## src/rtl/baud_gen_pkg.sv

```systemverilog
// Shared constants and types for the baud tick generator.
// Assumes a 16-bit control word; field positions are fixed here only.
package baud_gen_pkg;
    localparam int CTL_W    = 16;
    localparam int RLD_W    = 13;
    localparam int RUN_POS  = 15;
    localparam int FRAC_POS = 9;
    localparam int PSEL_POS = 8;

    typedef struct packed {
        logic run;
        logic frac;
        logic psel;
    } baud_ctl_t;

    function automatic baud_ctl_t decode_ctl(input logic [CTL_W-1:0] w);
        baud_ctl_t c;
        c.run  = w[RUN_POS];
        c.frac = w[FRAC_POS];
        c.psel = w[PSEL_POS];
        return c;
    endfunction
endpackage

```

## src/rtl/baud_ctl_regs.sv

```systemverilog
// Control and reload registers of the baud tick generator.
// Assumes: reload writes are accepted only while the stored run bit is 0;
// unused control bits are dropped at decode.
module baud_ctl_regs
    import baud_gen_pkg::*;
#(
    parameter int CW = CTL_W,
    parameter int RW = RLD_W
) (
    input  logic          clk,
    input  logic          rst_n,
    input  logic          ctl_we,
    input  logic [CW-1:0] ctl_wdata,
    input  logic          rld_we,
    input  logic [RW-1:0] rld_wdata,
    output baud_ctl_t     ctl_q,
    output logic [RW-1:0] reload_q
);
    // Control word: store the three decoded fields on a write.
    always_ff @(posedge clk) begin
        if (!rst_n)
            ctl_q <= '0;
        else if (ctl_we)
            ctl_q <= decode_ctl(ctl_wdata);
    end

    // Reload value: locked while the generator runs.
    always_ff @(posedge clk) begin
        if (!rst_n)
            reload_q <= '0;
        else if (rld_we && !ctl_q.run)
            reload_q <= rld_wdata;
    end
endmodule

```

## src/rtl/baud_prescaler.sv

```systemverilog
// Optional divide-by-2 stage in front of the reload counter.
// Assumes: held in its reset phase while stopped; when bypassed it
// issues a step on every cycle.
module baud_prescaler (
    input  logic clk,
    input  logic rst_n,
    input  logic run,
    input  logic bypass,
    output logic step
);
    logic phase;

    // Phase toggle: alternates every cycle only while dividing.
    always_ff @(posedge clk) begin
        if (!rst_n || !run || bypass)
            phase <= 1'b0;
        else
            phase <= ~phase;
    end

    // Step enable: every cycle when bypassed, every second cycle otherwise.
    always_comb begin
        step = run && (bypass || phase);
    end
endmodule

```

## src/rtl/baud_counter.sv

```systemverilog
// Reload counter producing the registered one-cycle tick.
// Assumes: counts up from 0 to the reload value on each step and wraps;
// held at 0 while stopped so a restart sees a full period.
module baud_counter #(
    parameter int RW = 13
) (
    input  logic          clk,
    input  logic          rst_n,
    input  logic          run,
    input  logic          step,
    input  logic [RW-1:0] reload,
    output logic          tick
);
    logic [RW-1:0] cnt;
    logic          at_end;

    // Terminal detect: the current count has reached the reload value.
    always_comb begin
        at_end = (cnt == reload);
    end

    // Count and pulse: wrap to 0 at the end and emit one tick.
    always_ff @(posedge clk) begin
        if (!rst_n || !run) begin
            cnt  <= '0;
            tick <= 1'b0;
        end else begin
            tick <= step && at_end;
            if (step)
                cnt <= at_end ? '0 : cnt + 1'b1;
        end
    end
endmodule

```

## src/rtl/baud_tick_gen.sv

```systemverilog
// Top of the baud tick generator: registers, prescaler and counter.
// Assumes software stops the generator before reprogramming the rate;
// the fractional bit is stored only.
module baud_tick_gen
    import baud_gen_pkg::*;
#(
    parameter int CW = CTL_W,
    parameter int RW = RLD_W
) (
    input  logic          clk,
    input  logic          rst_n,
    input  logic          ctl_we,
    input  logic [CW-1:0] ctl_wdata,
    input  logic          rld_we,
    input  logic [RW-1:0] rld_wdata,
    output logic          tick
);
    baud_ctl_t     ctl_q;
    logic [RW-1:0] reload_q;
    logic          run_w;
    logic          psel_w;
    logic          step;

    // Field taps used by the datapath and the checker.
    always_comb begin
        run_w  = ctl_q.run;
        psel_w = ctl_q.psel;
    end

    baud_ctl_regs #(.CW(CW), .RW(RW)) u_regs (
        .clk       (clk),
        .rst_n     (rst_n),
        .ctl_we    (ctl_we),
        .ctl_wdata (ctl_wdata),
        .rld_we    (rld_we),
        .rld_wdata (rld_wdata),
        .ctl_q     (ctl_q),
        .reload_q  (reload_q)
    );

    baud_prescaler u_pre (
        .clk    (clk),
        .rst_n  (rst_n),
        .run    (run_w),
        .bypass (psel_w),
        .step   (step)
    );

    baud_counter #(.RW(RW)) u_cnt (
        .clk    (clk),
        .rst_n  (rst_n),
        .run    (run_w),
        .step   (step),
        .reload (reload_q),
        .tick   (tick)
    );
endmodule

```

## config.mk

```make
export PLATFORM = sky130hd
export DESIGN_NAME = baud_tick_gen
export DESIGN_NICKNAME = d
export VERILOG_FILES = /design/src/rtl/baud_gen_pkg.sv /design/src/rtl/baud_ctl_regs.sv /design/src/rtl/baud_prescaler.sv /design/src/rtl/baud_counter.sv /design/src/rtl/baud_tick_gen.sv
export SDC_FILE = /design/constraint.sdc
export NUM_CORES = 1
export LEC_CHECK = 0
export ABC_AREA = 1
export CORE_MARGIN = 3
export CORE_UTILIZATION = 41
export CTS_CLUSTER_SIZE = 8
export DETAILED_ROUTE_END_ITERATION = 16
export MAX_ROUTING_LAYER = met4
export PLACE_DENSITY = 0.71
export SLEW_MARGIN = 20
export SYNTH_ARGS = -nofsm -noshare
export SYNTH_HDL_FRONTEND = slang
export SYNTH_HIERARCHICAL = 1
export SYNTH_SLANG_ARGS = --single-unit
```

## constraint.sdc

```tcl
create_clock -name clk -period 3.1 [get_ports clk]
set_clock_uncertainty 0.05 [all_clocks]
set_input_delay 0.62 -clock clk [delete_from_list [all_inputs] [get_ports clk]]
set_output_delay 0.62 -clock clk [all_outputs]
set_load 0.01 [all_outputs]
```

==> impl_results.md <==
* Layout cell share with drive strength beyond 1 at between 10 and 15%
* Synth Instances at between 200 and 300
* Antenna viol nets, final at 0
* Setup violators final at 0
* Die Y at a little over 70 um
* Busiest grt layer: met2
* Worst Setup End Kind: register
* Worst-margin pin slew at about 0.6 ns
* Critical Path RT at ~3.2 ns
* Full die area at roughly 5000 um^2
* Final core utilization at 53.9%
* Setup CP Type: reg -> reg
* Power, Total at around 1.0 mW
* Post-DP HPWL at 2.42 mm
* Row count at 22
* Clock slew at reported path FFs at around 0.07 ns
* # hold bufs at CTS at 0
* Syn avg cell area at ~6.5 um^2
* Placed cell areas at between 1500 and 2000 um^2
* Status: finished clean
* Leak at about 0.94 nW
* Tcrit/Tclk final at 64.8%
* Slew margin rel. at approximately 60%
* Slew Viols, Final at 0
* Root Driver: clkbuf_8
* Placer Congestion at approximately 0.86
* Global routing usage on met2 at between 20% and 30%
* Initial Util at ~45%
* Initial drt markers at 76
* Antenna cell count at 0
* Post-CTS resize count at 0
* Cell Area, Synth at between 1500 and 2000 um^2
* Met3 usage at ~4.0%
* Port bufs at 19
* Num CTS Buffers at 5
* Deepest clock path buffer count at 2
* Final cell count without fillers at ~340
* Fillers at about 400
* Die Width at about 70 um
* Ys Warns at 6
* Final WL at approximately 3.2 mm
* Vias per Instance at approximately 4.4
* HP Class: reg -> reg
* Remaining global-route overflow at 0
* Clock sinks at 30
* Core area at ~3900 um^2
* Design Area, Final at between 2000 and 2500 um^2
* First-pass GRT wire length at between 5 and 6 mm
* Max Freq at 498 MHz
* DRT Pass-1 Iters at 4
* GRT Overall Usage at 14.1%
* Crit path DAT at about 2.1 ns
* PD cells at 487 nW/um^2
* I/O pin total at 34
* Crit Path Max Fanout at 12
* Total Neg Setup Slack at 0 ns
* GR Layer Usage met1 at between 10% and 20%
* Layout Nets at approximately 320
* Vias at around 1500
* Startpoint Class: register
* Min cycle time layout at around 2 ns
* Final worst slack at 1.09 ns
* Worst VDD drop at ~280 uV
* Max-Cap Viols at 0
* Wire length per cell at 9.36 um
* H-tree depth at 2
* TritonCTS clock tree: built
* Number of antenna violations at the first check in global routing at 0
* Area added between synthesis and finish at 20.1%
* Final Hold Viols at 0
* Synth Net Count at 300
* Setup repair after global routing missed its margin: no
* Worst slack, placed at 1.05 ns
* Largest net degree at the start of global routing at 18
* Vias in the first global route at about 1400
* Post-CTS setup repair buffer count at 0
* Worst skew pair latency at roughly 0.28 ns
* Placed Cells at roughly 330
* Hold_ws at approximately 0.44 ns
* # DRC at 0
==> cell usage in the layout (no fill, tap or decap), drive strengths merged <==
| cell | count |
|---|---|
| buf | 1 |
| nand4 | 3 |
| clkbuf | 6 |
| nand3 | 19 |
| xor2 | 4 |
| dfxtp | 30 |
| o21ai | 7 |
| inv | 51 |
| nor3 | 4 |
| or2 | 2 |
| clkdlybuf4s50 | 19 |
| bufinv | 2 |
| nor2 | 62 |
| ha | 1 |
| nand2 | 77 |
| xnor2 | 1 |
==> power by group <==
| part | leakage [nW] | switching, mW | total, mW | internal [mW] |
|---|---|---|---|---|
| registers | 0.245 | 0.0135 | 0.416 | 0.402 |
| clock network | 0.0714 | 0.149 | 0.492 | 0.343 |
| logic | 0.625 | 0.0545 | 0.104 | 0.0495 |
| total | 0.942 | 0.217 | 1.01 | 0.794 |
==> worst paths after layout <==
path | cells past startpoint | from | to | slack, ns
setup / recovery | 9 | u_regs/ctl_q[2]$_SDFFE_PN0P_ | u_cnt/cnt[5]$_SDFFE_PP0P_ | 1.09
hold / removal | 3 | u_pre/phase$_SDFF_PP0_ | u_pre/phase$_SDFF_PP0_ | 0.44
setup reg to reg | 9 | u_regs/ctl_q[2]$_SDFFE_PN0P_ | u_cnt/cnt[5]$_SDFFE_PP0P_ | 1.09
hold reg to reg | 3 | u_pre/phase$_SDFF_PP0_ | u_pre/phase$_SDFF_PP0_ | 0.44
==> routing by layer <==
metal | vias to the layer above | share of wire (%)
met5 | - | 0
met4 | 0 | 1.4
met3 | 5 | 4.9
met2 | 30 | 44
met1 | 622 | 50
li1 | 827 | -
==> worst max-delay path, stage by stage, from the launching register on <==
cell and delay (ns):
dfxtp_1 0.45, inv_1 0.06, nor2_1 0.48, nand2_1 0.13, nor2_1 0.12, nand2_1 0.07
nor2_2 0.13, nand2_2 0.09, nand2_4 0.21, nor2_1 0.08
==> layout make-up <==
cell class,count,area (um^2),share of cell area (%)
multi-input combinational,180,886,42.6
sequential,30,601,28.9
timing repair buffer,20,198,9.51
inverter,51,191,9.21
clock buffer,6,82.6,3.97
clock inverter,2,60.1,2.89
tap,48,60.1,2.89
==> sequential cells by signal (all words and copies together) (netlist names) <==
| name | flops |
|---|---|
| u_cnt/cnt | 13 |
| u_cnt/tick | 1 |
| u_pre/phase | 1 |
| u_regs/ctl_q | 2 |
| u_regs/reload_q | 13 |
Note: power is estimated with default switching activity, not from simulation.
